### config.mk
export PLATFORM = sky130hd
export DESIGN_NAME = swbus_mode_ctrl
export DESIGN_NICKNAME = d
export VERILOG_FILES = /design/src/rtl/swbus_pkg.sv /design/src/rtl/swbus_cmd_dp.sv /design/src/rtl/swbus_mode_fsm.sv /design/src/rtl/swbus_mode_ctrl.sv
export SDC_FILE = /design/constraint.sdc
export NUM_CORES = 1
export LEC_CHECK = 0
export BUFFER_PORTS_ARGS = -buffer_cell sky130_fd_sc_hd__buf_2
export CAP_MARGIN = 0
export CORE_MARGIN = 1
export CORE_UTILIZATION = 58
export CTS_BUF_LIST = sky130_fd_sc_hd__clkbuf_4 sky130_fd_sc_hd__clkbuf_8
export DETAILED_ROUTE_END_ITERATION = 8
export GPL_ROUTABILITY_DRIVEN = 1
export PLACE_DENSITY_LB_ADDON = 0.15
export SYNTH_ARGS = -nofsm -noshare
export SYNTH_HDL_FRONTEND = slang
export SYNTH_HIERARCHICAL = 1
export SYNTH_SLANG_ARGS = --single-unit
### constraint.sdc
create_clock -name clk -period 5.3 [get_ports clk]
set_input_delay 0.265 -clock clk [delete_from_list [all_inputs] [get_ports clk]]
set_output_delay 0.265 -clock clk [all_outputs]
set_load 0.02 [all_outputs]
### src/rtl/swbus_pkg.sv
package swbus_pkg;

  typedef enum logic [1:0] {
    MODE_IDLE    = 2'd0,
    MODE_STANDBY = 2'd1,
    MODE_ACTIVE  = 2'd2
  } busMode_e;

  typedef enum logic [3:0] {
    CLS_NONE,
    CLS_READ,
    CLS_CRRD,
    CLS_WRITE,
    CLS_WREN,
    CLS_WRDI,
    CLS_RDSR,
    CLS_WRSR,
    CLS_ERAL,
    CLS_SETAL
  } cmdClass_e;

  // strobes from control to datapath
  typedef struct packed {
    logic clrCmd;
    logic latchCmd;
    logic latchIdx;
  } dpStrobe_t;

  // conditions from datapath to control
  typedef struct packed {
    logic addrOk;
    logic cmdOk;
    logic makBad;
    logic wrQual;
    logic cmdValid;
  } dpStatus_t;

endpackage

### src/rtl/swbus_cmd_dp.sv
module swbus_cmd_dp
  import swbus_pkg::*;
#(
  parameter int          IDX_W         = 4,
  parameter logic [7:0]  DEV_ADDR      = 8'hA0,
  parameter logic [7:0]  CODE_READ     = 8'h03,
  parameter logic [7:0]  CODE_CRRD     = 8'h06,
  parameter logic [7:0]  CODE_WRITE    = 8'h6C,
  parameter logic [7:0]  CODE_WREN     = 8'h96,
  parameter logic [7:0]  CODE_WRDI     = 8'h91,
  parameter logic [7:0]  CODE_RDSR     = 8'h05,
  parameter logic [7:0]  CODE_WRSR     = 8'h6E,
  parameter logic [7:0]  CODE_ERAL     = 8'h6D,
  parameter logic [7:0]  CODE_SETAL    = 8'h67,
  parameter int          WRITE_MIN_IDX = 4
) (
  input  logic             clk,
  input  logic             rstN,
  input  logic [7:0]       rxByte,
  input  logic [IDX_W-1:0] byteIdx,
  input  logic             wipBusy,
  input  dpStrobe_t        strobe,
  output dpStatus_t        status
);

  localparam logic [IDX_W-1:0] CmdIdx      = IDX_W'(1);
  localparam logic [IDX_W-1:0] StatDataIdx = IDX_W'(2);
  localparam logic [IDX_W-1:0] WrMinIdx    = IDX_W'(WRITE_MIN_IDX);

  cmdClass_e        clsQ;
  logic [IDX_W-1:0] lastIdxQ;
  cmdClass_e        clsDec;
  logic             needsArray;

  // command code decode
  always_comb begin
    case (rxByte)
      CODE_READ:  clsDec = CLS_READ;
      CODE_CRRD:  clsDec = CLS_CRRD;
      CODE_WRITE: clsDec = CLS_WRITE;
      CODE_WREN:  clsDec = CLS_WREN;
      CODE_WRDI:  clsDec = CLS_WRDI;
      CODE_RDSR:  clsDec = CLS_RDSR;
      CODE_WRSR:  clsDec = CLS_WRSR;
      CODE_ERAL:  clsDec = CLS_ERAL;
      CODE_SETAL: clsDec = CLS_SETAL;
      default:    clsDec = CLS_NONE;
    endcase
  end

  always_comb begin
    case (clsDec)
      CLS_READ, CLS_CRRD, CLS_WRITE,
      CLS_WRSR, CLS_SETAL, CLS_ERAL: needsArray = 1'b1;
      default:                       needsArray = 1'b0;
    endcase
  end

  always_ff @(posedge clk or negedge rstN) begin
    if (!rstN) begin
      clsQ     <= CLS_NONE;
      lastIdxQ <= '0;
    end else if (strobe.clrCmd) begin
      clsQ     <= CLS_NONE;
      lastIdxQ <= '0;
    end else begin
      if (strobe.latchCmd) clsQ <= clsDec;
      if (strobe.latchIdx) lastIdxQ <= byteIdx;
    end
  end

  always_comb begin
    status.addrOk   = (rxByte == DEV_ADDR);
    status.cmdOk    = (clsDec != CLS_NONE) && !(wipBusy && needsArray);
    status.cmdValid = (clsQ != CLS_NONE);

    case (clsQ)
      CLS_WREN, CLS_WRDI, CLS_SETAL, CLS_ERAL:
        status.makBad = (lastIdxQ == CmdIdx);
      CLS_WRSR:
        status.makBad = (lastIdxQ == StatDataIdx);
      default:
        status.makBad = 1'b0;
    endcase

    case (clsQ)
      CLS_WRITE:           status.wrQual = (lastIdxQ >= WrMinIdx);
      CLS_WRSR:            status.wrQual = (lastIdxQ == StatDataIdx);
      CLS_SETAL, CLS_ERAL: status.wrQual = (lastIdxQ == CmdIdx);
      default:             status.wrQual = 1'b0;
    endcase
  end

endmodule

### src/rtl/swbus_mode_fsm.sv
module swbus_mode_fsm
  import swbus_pkg::*;
#(
  parameter int IDX_W = 4
) (
  input  logic             clk,
  input  logic             rstN,
  input  logic             busFall,
  input  logic             stbyPulse,
  input  logic             makRx,
  input  logic             noMakRx,
  input  logic             sakRx,
  input  logic             missedEdge,
  input  logic             byteDone,
  input  logic [IDX_W-1:0] byteIdx,
  input  dpStatus_t        status,
  output dpStrobe_t        strobe,
  output busMode_e         modeQ,
  output logic             cmdActive,
  output logic             wrStart
);

  localparam logic [IDX_W-1:0] AddrIdx = IDX_W'(0);
  localparam logic [IDX_W-1:0] CmdIdx  = IDX_W'(1);

  busMode_e modeD;
  logic     endPendQ, endPendD;
  logic     wrStartQ, wrStartD;

  always_comb begin
    modeD    = modeQ;
    endPendD = endPendQ;
    wrStartD = 1'b0;
    strobe   = '0;

    if (stbyPulse) begin
      modeD         = MODE_STANDBY;
      endPendD      = 1'b0;
      strobe.clrCmd = 1'b1;
    end else begin
      case (modeQ)
        MODE_IDLE: begin
          // traffic disregarded
        end
        MODE_STANDBY: begin
          if (busFall) begin
            modeD         = MODE_ACTIVE;
            endPendD      = 1'b0;
            strobe.clrCmd = 1'b1;
          end
        end
        MODE_ACTIVE: begin
          if (missedEdge) begin
            modeD         = MODE_IDLE;
            endPendD      = 1'b0;
            strobe.clrCmd = 1'b1;
          end else if (endPendQ) begin
            if (sakRx) begin
              modeD         = MODE_STANDBY;
              endPendD      = 1'b0;
              wrStartD      = status.wrQual;
              strobe.clrCmd = 1'b1;
            end
          end else if (byteDone) begin
            if ((byteIdx == AddrIdx && !status.addrOk) ||
                (byteIdx == CmdIdx && !status.cmdOk)) begin
              modeD         = MODE_IDLE;
              strobe.clrCmd = 1'b1;
            end else begin
              strobe.latchIdx = 1'b1;
              strobe.latchCmd = (byteIdx == CmdIdx);
            end
          end else if (makRx) begin
            if (status.makBad) begin
              modeD         = MODE_IDLE;
              strobe.clrCmd = 1'b1;
            end
          end else if (noMakRx) begin
            endPendD = 1'b1;
          end
        end
        default: begin
          modeD         = MODE_IDLE;
          endPendD      = 1'b0;
          strobe.clrCmd = 1'b1;
        end
      endcase
    end
  end

  always_ff @(posedge clk or negedge rstN) begin
    if (!rstN) begin
      modeQ    <= MODE_IDLE;
      endPendQ <= 1'b0;
      wrStartQ <= 1'b0;
    end else begin
      modeQ    <= modeD;
      endPendQ <= endPendD;
      wrStartQ <= wrStartD;
    end
  end

  assign wrStart   = wrStartQ;
  assign cmdActive = (modeQ == MODE_ACTIVE) && status.cmdValid;

endmodule

### src/rtl/swbus_mode_ctrl.sv
module swbus_mode_ctrl
  import swbus_pkg::*;
#(
  parameter int          IDX_W         = 4,
  parameter logic [7:0]  DEV_ADDR      = 8'hA0,
  parameter logic [7:0]  CODE_READ     = 8'h03,
  parameter logic [7:0]  CODE_CRRD     = 8'h06,
  parameter logic [7:0]  CODE_WRITE    = 8'h6C,
  parameter logic [7:0]  CODE_WREN     = 8'h96,
  parameter logic [7:0]  CODE_WRDI     = 8'h91,
  parameter logic [7:0]  CODE_RDSR     = 8'h05,
  parameter logic [7:0]  CODE_WRSR     = 8'h6E,
  parameter logic [7:0]  CODE_ERAL     = 8'h6D,
  parameter logic [7:0]  CODE_SETAL    = 8'h67,
  parameter int          WRITE_MIN_IDX = 4
) (
  input  logic             clk,
  input  logic             rstN,
  input  logic             busFall,
  input  logic             stbyPulse,
  input  logic             makRx,
  input  logic             noMakRx,
  input  logic             sakRx,
  input  logic             missedEdge,
  input  logic             byteDone,
  input  logic [7:0]       rxByte,
  input  logic [IDX_W-1:0] byteIdx,
  input  logic             wipBusy,
  output logic [1:0]       busMode,
  output logic             cmdActive,
  output logic             wrStart
);

  dpStrobe_t dpStrobe;
  dpStatus_t dpStatus;
  busMode_e  modeQ;

  swbus_cmd_dp #(
    .IDX_W(IDX_W), .DEV_ADDR(DEV_ADDR),
    .CODE_READ(CODE_READ), .CODE_CRRD(CODE_CRRD), .CODE_WRITE(CODE_WRITE),
    .CODE_WREN(CODE_WREN), .CODE_WRDI(CODE_WRDI), .CODE_RDSR(CODE_RDSR),
    .CODE_WRSR(CODE_WRSR), .CODE_ERAL(CODE_ERAL), .CODE_SETAL(CODE_SETAL),
    .WRITE_MIN_IDX(WRITE_MIN_IDX)
  ) u_dp (
    .clk(clk), .rstN(rstN), .rxByte(rxByte), .byteIdx(byteIdx),
    .wipBusy(wipBusy), .strobe(dpStrobe), .status(dpStatus)
  );

  swbus_mode_fsm #(.IDX_W(IDX_W)) u_fsm (
    .clk(clk), .rstN(rstN), .busFall(busFall), .stbyPulse(stbyPulse),
    .makRx(makRx), .noMakRx(noMakRx), .sakRx(sakRx),
    .missedEdge(missedEdge), .byteDone(byteDone), .byteIdx(byteIdx),
    .status(dpStatus), .strobe(dpStrobe), .modeQ(modeQ),
    .cmdActive(cmdActive), .wrStart(wrStart)
  );

  assign busMode = modeQ;

endmodule

### Word level (Yosys, flattened, before mapping)

Index checks and enable logic that the tools add are counted.
W data, S select, Z words.

* input bits: 22
* output and inout port bits: 4
* register bits after elaboration: 12
* logic and storage cells: 107

* magnitude comparators: 1
* equality and inequality tests: 33
* reduce and logical (&&, ||, !) cells: 20
* multiplexer cells: 48

Operators by type and width (number)
* $pmux W4 S9: 1
* $eq A8 B7 Y1 const B: 4
* $mux W2: 15
* $eq A8 B8 Y1 const B: 3
* $mux W1: 23
* $eq A4 B2 Y1 const B: 4
* $eq A4 B3 Y1 const B: 4
* $eq A4 B4 Y1 const B: 4
* $eq A8 B3 Y1 const B: 2
* $mux W4: 4
* $eq A4 B1 Y1 const B: 3
* $ne A6 B5 Y1 const B: 2
* $pmux W1 S3: 3
* $eq A8 B2 Y1 const B: 1
* $reduce_bool A4 Y1: 2
* $ne A6 B4 Y1 const B: 1
* $pmux W2 S3: 1
* $reduce_and A6 Y1: 1
* $reduce_or A6 Y1: 1
* $logic_and A1 B1 Y1: 5
* $ne A5 B5 Y1 const B: 1
* $ge A4 B3 Y1 const B: 1
* $logic_not A4 Y1: 1
* $reduce_bool A2 Y1: 2
* other kinds (11): 13

### Longest topological paths before layout

* word-level depth: 19
* mapped depth: 11
* mapped depth without buffers: 9

### Cells and area by module

The synthesis kept the hierarchy.

Modules (own cells, without submodules)
* swbus_cmd_dp: cells each 74, area each 636.9 um2, sequential area each 200.2 um2, times used 1
* swbus_mode_fsm: cells each 37, area each 329.1 um2, sequential area each 100.1 um2, times used 1

### Worst setup path before layout

OpenSTA, ideal clock, no wires.

* kind: in2reg
* from: in rxByte[4]
* to: reg u_dp.clsQ[2]
* setup slack: 2.808 ns
* library setup time: 0.099 ns
* stages on the path: 11
* data required time: 5.201 ns
* buffers on the path: 2
* data arrival time: 2.393 ns
* cells stage by stage: or3b_1 > buf_6 > o41ai_1 > o22ai_1 > o211ai_1 > mux2i_1 > and2_4 > nand3b_1 > a31o_1 > buf_1 > a311oi_1

RTL lines
* start: declaration: RTL line swbus_mode_ctrl.sv:26 `input logic [7:0] rxByte,`
* end signal: assignment: RTL line swbus_cmd_dp.sv:67 `if (strobe.latchCmd) clsQ <= clsDec;`
* end: declaration: RTL line swbus_cmd_dp.sv:30 `cmdClass_e clsQ;`

==> metrics.cfg <==
[critical_path]
critPathKind = in -> reg
crit_path_max_fanout = 9
r2r_start = u_dp/clsQ[3]
startpoint_type = input pin
crit_path_top_delay_cell = or3b_1
arrival_ns = 2.73
setup.worst_path.start = rxByte[4]
reg2reg_to = u_dp/clsQ[2]
cp-endpoint = u_dp/lastIdxQ[3]
max_stage_delay_ns = 0.51
path_cells = buf_2 -> or3b_1 -> o41ai_1 -> o22ai_1 -> o211ai_1 -> mux2i_1 -> and2_4 -> nor2_1 -> mux2i_1 -> nor2_1
critPathRequiredTime_ns = 5.44
reg2regPathDepth = 8
rrSetupSlack_ns = 3.21
cp-end-kind = flip-flop

[route]
first_pass_iters = 4
first_iter_violations = 31
drc = 0
ant_nets = 0
drt-vias-per-instance = 6.28
wire_per_inst_um = 15.2
wl_mm = 2.29
vias = 949

[clocking]
cts_root_buf = clkbuf_4
cts_htree_levels = 1
cts.reportedPaths.clkPinSlew_ns = 0.07
post_cts_resized = 0
cts.sinks = 12
cts_tree = built
insertion_delay_ns = 0.26
cts_buffers = 3
clk_path_buf_depth = 2
post-cts-setup-buffer-count = 0

[floorplan]
ios = 26
die_w_um = 42.8
initial_core_util = 0.634
die_y_um = 42.8
core-area_sq_um = 1520
num_rows = 14
die-area_sq_um = 1830

[power]
seq_power_share = 0.508
power_frac_clock = 0.282
vdd_drop_max_mv = 0.0904
power_switching_mw = 0.0533
p_int_mw = 0.136
p_per_area_nw_per_um2 = 169
switching_share = 0.282
power.total_mw = 0.189
p_leak_nw = 0.469
combPwrFrac = 0.210

[synth]
synth-xor-area-share = 0.0181
avgSynthCellArea_sq_um = 8.70
yosysWarnings = 6
synthCells = 111
synth_top_family_by_area = simple AND/OR/NAND/NOR gates
async_flop_share = 1.00
synth-compound-area-share = 0.224
synth.area.top_cells = dfrtp_1, mux2i_1, nor2_1
syn_area_sq_um = 966
ys_seq_elements = 12
ys_seq_area_frac = 0.311
yosys_most_used_dff = dfrtp_1
synth_mux_area_frac = 0.0518
synth_cell_types = 47
yosysTopAreaCell = dfrtp_1
yosys.area.top_type_share = 0.311
synthSimpleGateAreaFrac = 0.361
synth-edff-count = 0
synthAdderAreaFrac = 0
synth_nets = 133

[timing]
skew_ns = 0.00353
clock.fmax_ghz = 0.386
finalSetupTns_ns = 0
finalCriticalPeriod_ns = 2.59
rsz0062_at_grt = false
finalSetupViolCount = 0
worst_slew_pin_slew_ns = 0.459
slew_violations = 0
hold_viol_final = 0
fin_ws_ns = 2.71
slew_headroom = 0.693
period_share = 0.488

[worst_hold_path]
min_path_type = in -> reg

[final_layout]
drive_gt1_frac = 0.252
diodes = 0
nets = 159
final_common_cell = buf_2
final_cell_mix = buf_2, nor2_1, dfrtp_1
area_growth_pct = 15.4

[global_route]
grt_pass1_vias = 927
grt_first_pass_wirelength_mm = 3.91
grt_start_max_net_pins = 13
grt_use_total = 0.278
antenna_found_initial = 0
grt_overflow = 0

[place]
place_ws_ns = 2.46
port_buffers = 25
place_hpwl_mm = 1.82
gp_congestion = 0.905

[run]
maxCapViolCount = 0

[status]
outcome = finished clean

==> cells in the mapped netlist (all sizes together), types with 2 or more instances <==
| library cell | instances |
|---|---|
| o211ai | 3 |
| nor3 | 4 |
| o21bai | 3 |
| a21oi | 8 |
| nand3b | 4 |
| a211oi | 3 |
| nand2b | 5 |
| nand2 | 4 |
| nor2 | 13 |
| or3b | 2 |
| o31ai | 3 |
| nor2b | 2 |
| dfrtp | 12 |
| and3b | 2 |
| mux2i | 5 |
| nand3 | 5 |
| buf | 4 |
| nor4b | 2 |
| o21ai | 4 |
| and4b | 2 |
| or4 | 2 |
==> worst max-delay path, delay by kind of cell <==
family          cells  cell delay, ns
compound gates      3            0.81
buf+inv             1            0.13
mux                 2            0.40
simple gates        4            1.12
==> power by group through the flow <==
stage | combinational (mW) | clock [mW] | sequential (mW)
floorplan | 0.0197 | 0 | 0.0987
global placement | 0.0371 | 0 | 0.0975
detailed placement | 0.0386 | 0 | 0.0976
CTS | 0.0393 | 0.0546 | 0.0959
global route | 0.0436 | 0.0576 | 0.0964
finish | 0.0396 | 0.0533 | 0.0959
==> kinds of logic after synthesis <==
| family | count (synthesis) |
|---|---|
| and+or+nand+nor | 55 |
| AOI/OAI and AO/OA | 31 |
| DFF | 12 |
| buffers and inverters | 6 |
| muxes | 5 |
| xor gates and xnor gates | 2 |
==> how the worst min path moves through the flow <==
| stage | from | endpoint | slack [ns] | cells after the start |
|---|---|---|---|---|
| 2_1_floorplan | rstN | u_dp/clsQ[0] | -0.03 | 0 |
| 3_5_place_dp | rstN | u_dp/lastIdxQ[2] | 0.15 | 1 |
| 6_report | noMakRx | u_fsm/endPendQ | 0.26 | 3 |
| 4_1_cts | noMakRx | u_fsm/endPendQ | 0.25 | 3 |
| 3_3_place_gp | rstN | u_dp/lastIdxQ[3] | 0.15 | 1 |
| 5_1_grt | noMakRx | u_fsm/endPendQ | 0.27 | 3 |
==> state kept, by name, indices dropped and copies added (netlist names) <==
| register | cells |
|---|---|
| u_dp/clsQ | 4 |
| u_dp/lastIdxQ | 4 |
| u_fsm/endPendQ | 1 |
| u_fsm/modeQ | 2 |
| u_fsm/wrStart | 1 |
==> stage by stage <==
stage               area [sq um]   util  cells  hold WS [ns]
finish                      1110  0.732    151         0.256
global route                1110  0.732    151         0.273
CTS                         1110  0.732    151         0.247
detailed placement          1080  0.710    147         0.155
global placement            1080  0.710    147         0.153
floorplan                    966      -    111       -0.0306
==> final cells by class <==
type,count,area [sq um]
fillers,131,409
multi-input cells,93,633
inverters,1,3.75
flip-flops and latches,12,300
repair buffers,26,135
well taps,16,20.0
clock buffers,3,22.5
==> routing by layer <==
layer	part of all wire	vias to the layer above	track usage
met5	0	-	0
met4	0.017	0	0.125
met3	0.039	6	0.0213
met2	0.50	29	0.473
met1	0.44	434	0.357
li1	-	480	-
==> what timing repair did <==
item	in CTS	in global routing
hold endpoints to repair	12	0
hold buffers	1	0
endpoints found under the setup margin	0	0
Power figures use the tool's default switching activity.
